===== src/rtl/msg_fifo_chan.sv =====
module msg_fifo_chan #(
  parameter int DATA_W = 32,
  parameter int DEPTH  = 16,
  localparam int CNT_W = $clog2(DEPTH + 1),
  localparam int PTR_W = (DEPTH > 1) ? $clog2(DEPTH) : 1
) (
  input  logic              clk,
  input  logic              rst_n,
  input  logic              snd_push,
  input  logic [DATA_W-1:0] snd_data,
  input  logic              snd_ack_req,
  output logic              snd_full,
  input  logic              rcv_pop,
  output logic [DATA_W-1:0] rcv_data,
  output logic              rcv_ack_req,
  input  logic              rcv_ack,
  input  logic              flush_req,
  input  logic [CNT_W-1:0]  cfg_high_tide,
  input  logic [CNT_W-1:0]  cfg_low_tide,
  input  logic              clr_overflow,
  input  logic              clr_underflow,
  input  logic              clr_flush_done,
  input  logic              clr_snd_ack,
  output logic [CNT_W-1:0]  occupancy,
  output logic [CNT_W-1:0]  depth_o,
  output logic              sts_overflow,
  output logic              sts_underflow,
  output logic              irq_high_tide,
  output logic              irq_low_tide,
  output logic              irq_flush,
  output logic              irq_rcv_xfer,
  output logic              irq_snd_ack
);

  logic [DATA_W:0]  mem [DEPTH];
  logic [PTR_W-1:0] wr_ptr, rd_ptr;
  logic [CNT_W-1:0] count;
  logic             empty, push_ok, pop_ok, last_ack, flush_done, snd_ack;

  function automatic logic [PTR_W-1:0] bump(input logic [PTR_W-1:0] p);
    return (p == PTR_W'(DEPTH - 1)) ? '0 : p + 1'b1;
  endfunction

  assign empty    = (count == '0);
  assign snd_full = (count == CNT_W'(DEPTH));
  assign push_ok  = snd_push & ~snd_full & ~flush_req;
  assign pop_ok   = rcv_pop & ~empty & ~flush_req;

  always_ff @(posedge clk)
    if (push_ok) mem[wr_ptr] <= {snd_ack_req, snd_data};

  always_ff @(posedge clk) begin
    if (!rst_n || flush_req) begin
      wr_ptr <= '0;
      rd_ptr <= '0;
      count  <= '0;
    end else begin
      if (push_ok) wr_ptr <= bump(wr_ptr);
      if (pop_ok)  rd_ptr <= bump(rd_ptr);
      case ({push_ok, pop_ok})
        2'b10:   count <= count + 1'b1;
        2'b01:   count <= count - 1'b1;
        default: count <= count;
      endcase
    end
  end

  always_ff @(posedge clk) begin
    if (!rst_n || flush_req) last_ack <= 1'b0;
    else if (pop_ok)         last_ack <= mem[rd_ptr][DATA_W];
    else if (rcv_pop)        last_ack <= 1'b0;
    else if (rcv_ack)        last_ack <= 1'b0;
  end

  always_ff @(posedge clk) begin
    if (!rst_n) begin
      sts_overflow  <= 1'b0;
      sts_underflow <= 1'b0;
      flush_done    <= 1'b0;
      snd_ack       <= 1'b0;
    end else begin
      if (snd_push && snd_full && !flush_req) sts_overflow <= 1'b1;
      else if (clr_overflow)                  sts_overflow <= 1'b0;
      if (rcv_pop && empty && !flush_req)     sts_underflow <= 1'b1;
      else if (clr_underflow)                 sts_underflow <= 1'b0;
      if (flush_req)                          flush_done <= 1'b1;
      else if (clr_flush_done)                flush_done <= 1'b0;
      if (rcv_ack && last_ack)                snd_ack <= 1'b1;
      else if (clr_snd_ack)                   snd_ack <= 1'b0;
    end
  end

  assign rcv_data      = empty ? '0 : mem[rd_ptr][DATA_W-1:0];
  assign rcv_ack_req   = ~empty & mem[rd_ptr][DATA_W];
  assign occupancy     = count;
  assign depth_o       = CNT_W'(DEPTH);
  assign irq_high_tide = (count >= cfg_high_tide);
  assign irq_low_tide  = (count <= cfg_low_tide);
  assign irq_flush     = flush_done;
  assign irq_rcv_xfer  = ~empty;
  assign irq_snd_ack   = snd_ack;

endmodule


===== config.mk =====
export PLATFORM = sky130hd
export DESIGN_NAME = msg_fifo_chan
export DESIGN_NICKNAME = d
export VERILOG_FILES = /design/src/rtl/msg_fifo_chan.sv
export SDC_FILE = /design/constraint.sdc
export NUM_CORES = 1
export LEC_CHECK = 0
export ABC_AREA = 1
export BUFFER_PORTS_ARGS = -buffer_cell sky130_fd_sc_hd__buf_4
export CAP_MARGIN = 20
export CELL_PAD_IN_SITES_DETAIL_PLACEMENT = 1
export CELL_PAD_IN_SITES_GLOBAL_PLACEMENT = 1
export CORE_ASPECT_RATIO = 0.5
export CORE_MARGIN = 8
export CORE_UTILIZATION = 30
export CTS_CLUSTER_SIZE = 12
export DETAILED_ROUTE_END_ITERATION = 10
export PLACE_DENSITY_LB_ADDON = 0.1
export SYNTH_ARGS = -nofsm -noshare
export SYNTH_HDL_FRONTEND = slang
export SYNTH_SLANG_ARGS = --single-unit

===== constraint.sdc =====
create_clock -name clk -period 7.96 [get_ports clk]
set_input_delay 0.796 -clock clk [delete_from_list [all_inputs] [get_ports clk]]
set_output_delay 0.796 -clock clk [all_outputs]
set_load 0.01 [all_outputs]

# After elaboration in Yosys (flattened, before gate mapping)
# Memories as Yosys holds them, arrays and structs flattened. A register that Yosys moved wholly into a read port is not among the register bits.
# Cells that the tools add are included.
[totals]
ff_bits = 18
latchBits = 0
ram_bits = 528
rom_bits = 0
input_bits = 53
mem_count = 1
[memory_table]
columns = ["name", "depth", "word_bits", "rd", "rd_ports_with_merged_regs", "wr", "line", "text"]
rows = [
  ["mem", 16, 33, 1, 1, 1, "35", "logic [DATA_W:0] mem [DEPTH];"],
]
[classes]
addsub = 4
multipliers = 0
div = 0
magnitude_cmp = 2
n_eq_ne = 5
n_shift = 0
n_mux = 19
bitwise_logic = 8
reduce_logical = 15
[ops]
columns = ["operator", "n"]
rows = [
  ["two-way mux 32 bit", 1],
  ["two-way mux 4 bit", 4],
  ["two-way mux 1 bit", 13],
  ["case mux 5 bit (2 select lines)", 1],
  ["nonzero test 2 bit", 5],
  ["adder 4 x 1 -> 4 bit, second input constant", 2],
  ["equality test 4 bit, second input constant", 2],
  ["adder 5 x 1 -> 5 bit, second input constant", 1],
  ["bitwise AND 1 bit", 5],
  ["equality test 5 bit, second input constant", 1],
  [">= comparator 5 bit", 1],
  ["less-or-equal comparator 5 bit", 1],
  ["logical AND 1 bit", 5],
  ["zero test 5 bit", 1],
  ["subtractor 5 x 1 -> 5 bit, second input constant", 1],
  ["inverter 1 bit", 3],
  ["nonzero test 3 bit", 1],
  ["equality test 2 x 1 -> 1 bit, second input constant", 1],
  ["equality test 2 bit, second input constant", 1],
  ["zero test 1 bit", 2],
  ["logical OR 1 bit", 1],
]

# Depth between registers and ports, before layout
[logic_depth]
word_depth = 6
ltp_mapped = 15
depth_no_buf = 15

# Worst setup path after synthesis
# Ideal clock, no wire load.
[synth_timing]
path_kind = "input port to flip-flop"
from = "in snd_push"
to = "mem mem[7][0] (netlist name), enable pin"
setup_time_ps = 464
arrival_time_ps = 3371
path_slack_ps = 4124
stages = 4
n_path_buf = 0
cell_sequence = "inv_1 nor2_1 nand2_2 nor3_1"
[synth_between]
elab_chain_len = 4
[synth_rtl]
columns = ["item", "line", "text"]
rows = [
  ["start, declared", "9", "input logic snd_push,"],
  ["bitwise AND 1 bit (2 in a row)", "46", "assign push_ok = snd_push & ~snd_full & ~flush_req;"],
  ["two-way mux 1 bit", "50", "if (push_ok) mem[wr_ptr] <= {snd_ack_req, snd_data};"],
  ["two-way mux 1 bit (implied by the code)", "50", ""],
  ["end, declared", "35", ""],
]
# Every way passes these cells.

==> out/metrics.csv <==
stage,metric,value,unit
outcome,outcome,completed,
setup_path,"reg-to-reg slack, setup",4.72,ns
setup_path,critical path arrival,4.06,ns
clock_tree,CTS tree,yes,
routing,antenna-violating nets left,0,
floorplan,row count,71,
synth,register area share after synthesis,72.52,%
synth,Synth top area share,70.56,%
floorplan,Total Die Area,84440,µm²
setup_path,Worst R2R End,last_ack,
power,LEAKAGE,9.200,nW
placed_design,placed cells,2893,
synth,Mapped Cells,1893,
routing,post-DR wirelength/cell,22.40,µm
global_route,number of global-route vias before repair,15418,
finish,Final nets,2036,
routing,DRC marker count from the first detailed-route iteration,780,
sta,RSZ-0062 raised after global routing,false,
clock_tree,clk sinks,550,
routing,drt drc,0,
routing,via-per-instance ratio,4.804,
finish,most frequent cells in the layout,"528 x edfxtp_1, 505 x nand2_1, 181 x a21oi_1",
synth,synthesized area per cell,11.87,µm²
placed_design,Post-DP HPWL,31410,µm
routing,routed wire length,66910,µm
clock_tree,Longest Clk Path Bufs,3,
clock_tree,"Clk pin slew, worst setup/hold paths",0.06,ns
floorplan,Boundary Pins,104,
power,pwr dens,228.0,nW/µm²
routing,DRT Pass-1 Iters,5,
setup_path,CP startpoint kind,flop,
clock_tree,clock root buffer,clkbuf_16,
hold_path,HP Class,in -> reg,
finish,most common library cell in the layout ignoring fill and taps,edfxtp_1,
finish,Layout Cells excl Fill,2987,
setup_path,Worst Path Required,7.16,ns
sta,Tightest Pin Transition,0.9968,ns
synth,"top cells by area, synth","edfxtp_1 71%, nand2_1 8.4%, a21oi_1 4.0%",
finish,antenna cells,0,
synth,"Distinct cells, synth",26,
global_route,maximum number of pins on one net before global-route repair,153,
flow_run,MaxCap Viol Count,0,
floorplan,initial core utilization,30.11,%
setup_path,crit path kind,reg -> out,
global_route,gr usage total,15.67,%
global_route,first-pass GRT wire length,100400,µm
sta,post-route setup TNS,0,ns
synth,Ys Warns,0,
clock_tree,H-tree depth,2,
setup_path,endpoint class of the critical path,primary output,
hold_path,Hold Path Stages,3,
finish,FILL cells,8001,
floorplan,Die Y-Extent,209.5,µm
setup_path,maximum fanout along the worst path,152,
sta,clock skew,0.02322,ns
finish,Multi-input gate area,5470,µm²
finish,register area,16300,µm²
clock_tree,hold_buf cts,0,
clock_tree,"Clk Latency, worst-skew pair",0.62,ns
sta,fin crit period,4.859,ns
floorplan,core area,74620,µm²
synth,top cell type by total area after synthesis,edfxtp_1,
clock_tree,post-cts gate resize count,0,
hold_path,Hold EP,irq_flush,
setup_path,Worst Reg-to-Reg Cells,10,
routing,total number of vias,14349,
hold_path,hold path startpoint,flush_req,
synth,#FFs+latches synth,550,
sta,Final setup viols,0,
sta,"Hold Vio Cnt, Final",0,
placed_design,number of port buffers,98,
global_route,initial antenna violation count,1,
clock_tree,post-CTS setup buffers,0,
placed_design,GP Congestion,0.6881,
finish,Syn-to-layout area delta,14.95,%
finish,share of cells above drive strength 1,10.84,%
synth,Synth Cell Area,22470,µm²
sta,period utilization,61.04,%
clock_tree,Inserted Clock Buffers,55,
sta,Max-slew headroom,33.55,%
global_route,Overflow after GRT,0,
floorplan,die width,403.0,µm
sta,Max Fclk,0.2058,GHz
sta,final slew viol count,0,
power,Worst VDD drop,0.1466,mV
-- logic make-up (layout without fill, tap and decap cells) --
family                     count (synthesis)  in the layout  share of synthesized area, %
other                                      2              5                       0.03342
and+or+nand+nor                          819            819                         14.57
DFF                                      550            550                         72.52
buffers and inverters                    175            281                         3.703
adders and majority gates                 18             18                         1.002
AOI/OAI and AO/OA                        325            325                         8.013
xor gates and xnor gates                   4              4                        0.1559
-- registers in the layout, summed over array words and instances, names as in the netlist, named ones only --
signal and flops:
sts_underflow 1, sts_overflow 1, irq_snd_ack 1, wr_ptr 4
irq_flush 1, mem 528, last_ack 1, rd_ptr 4
occupancy 5
-- layout make-up --
cell class / instances / area share (%)
clock inverter: 9 / 0.2422
multi-input combinational: 1171 / 21.18
tap: 985 / 4.772
clock buffer: 85 / 6.046
timing repair buffer: 129 / 3.749
sequential: 550 / 63.13
inverter: 58 / 0.8865
-- synthesized netlist by cell type, drive strengths merged --
master / instances
o31ai: 64
nand3: 151
clkbuf: 41
o221ai: 1
o21ai: 75
edfxtp: 528
a211oi: 1
o21bai: 2
buf: 76
nand2: 506
a21o: 1
conb: 2
nor2: 158
clkinv: 1
nor3: 2
a21oi: 181
nand4: 2
inv: 57
dfxtp: 22
ha: 18
xor2: 4
-- power breakdown --
group          switching, mW  leakage [nW]  internal (mW)
clock network           1.10         0.785           1.37
registers            0.00824          4.94           3.18
logic                  0.161          3.48         0.0765
-- worst max-delay path: stages (launching register included) --
cell and delay [ns]:
dfxtp_4 0.59, inv_8 0.79, buf_4 0.88, nand2_1 0.10, nand3_1 0.10, nand2_1 0.07
a21oi_1 0.13, o31ai_1 0.09, a21oi_1 0.37, buf_4 0.20
-- worst max path at each step --
stage | end | slack (ns) | depth (start not counted)
2_1_floorplan | mem[7][0] | 4.12 | 4
3_3_place_gp | rcv_data[27] | 3.59 | 9
5_1_grt | rcv_data[27] | 2.76 | 9
3_5_place_dp | rcv_data[27] | 3.63 | 9
6_report | rcv_data[27] | 3.10 | 9
4_1_cts | rcv_data[27] | 2.94 | 9
-- per-stage QoR --
| stage | power [mW] | hold slack (ns) | area (µm²) | setup WS, ns | utilization, % |
|---|---|---|---|---|---|
| final | 5.890 | 0.4253 | 25830 | 3.101 | 34.61 |
| after floorplan | 3.363 | 0.4364 | 22480 | 4.124 | - |
| after detailed placement | 3.498 | 0.4577 | 24200 | 3.626 | 32.44 |
| after global placement | 3.496 | 0.4637 | 24200 | 3.591 | 32.44 |
| after global routing | 6.113 | 0.4176 | 25830 | 2.760 | 34.61 |
| after CTS | 5.981 | 0.3826 | 25830 | 2.942 | 34.61 |
-- per-layer routing --
layer | part of all wire (%) | vias up | global-route usage (%)
met1 | 48 | 7314 | 21.55
met3 | 3.2 | 76 | 2.583
met4 | 1.6 | 0 | 3.444
met5 | 0 | - | 0
met2 | 47 | 157 | 26.04
li1 | - | 6802 | -
(Power assumes the default switching activity.)
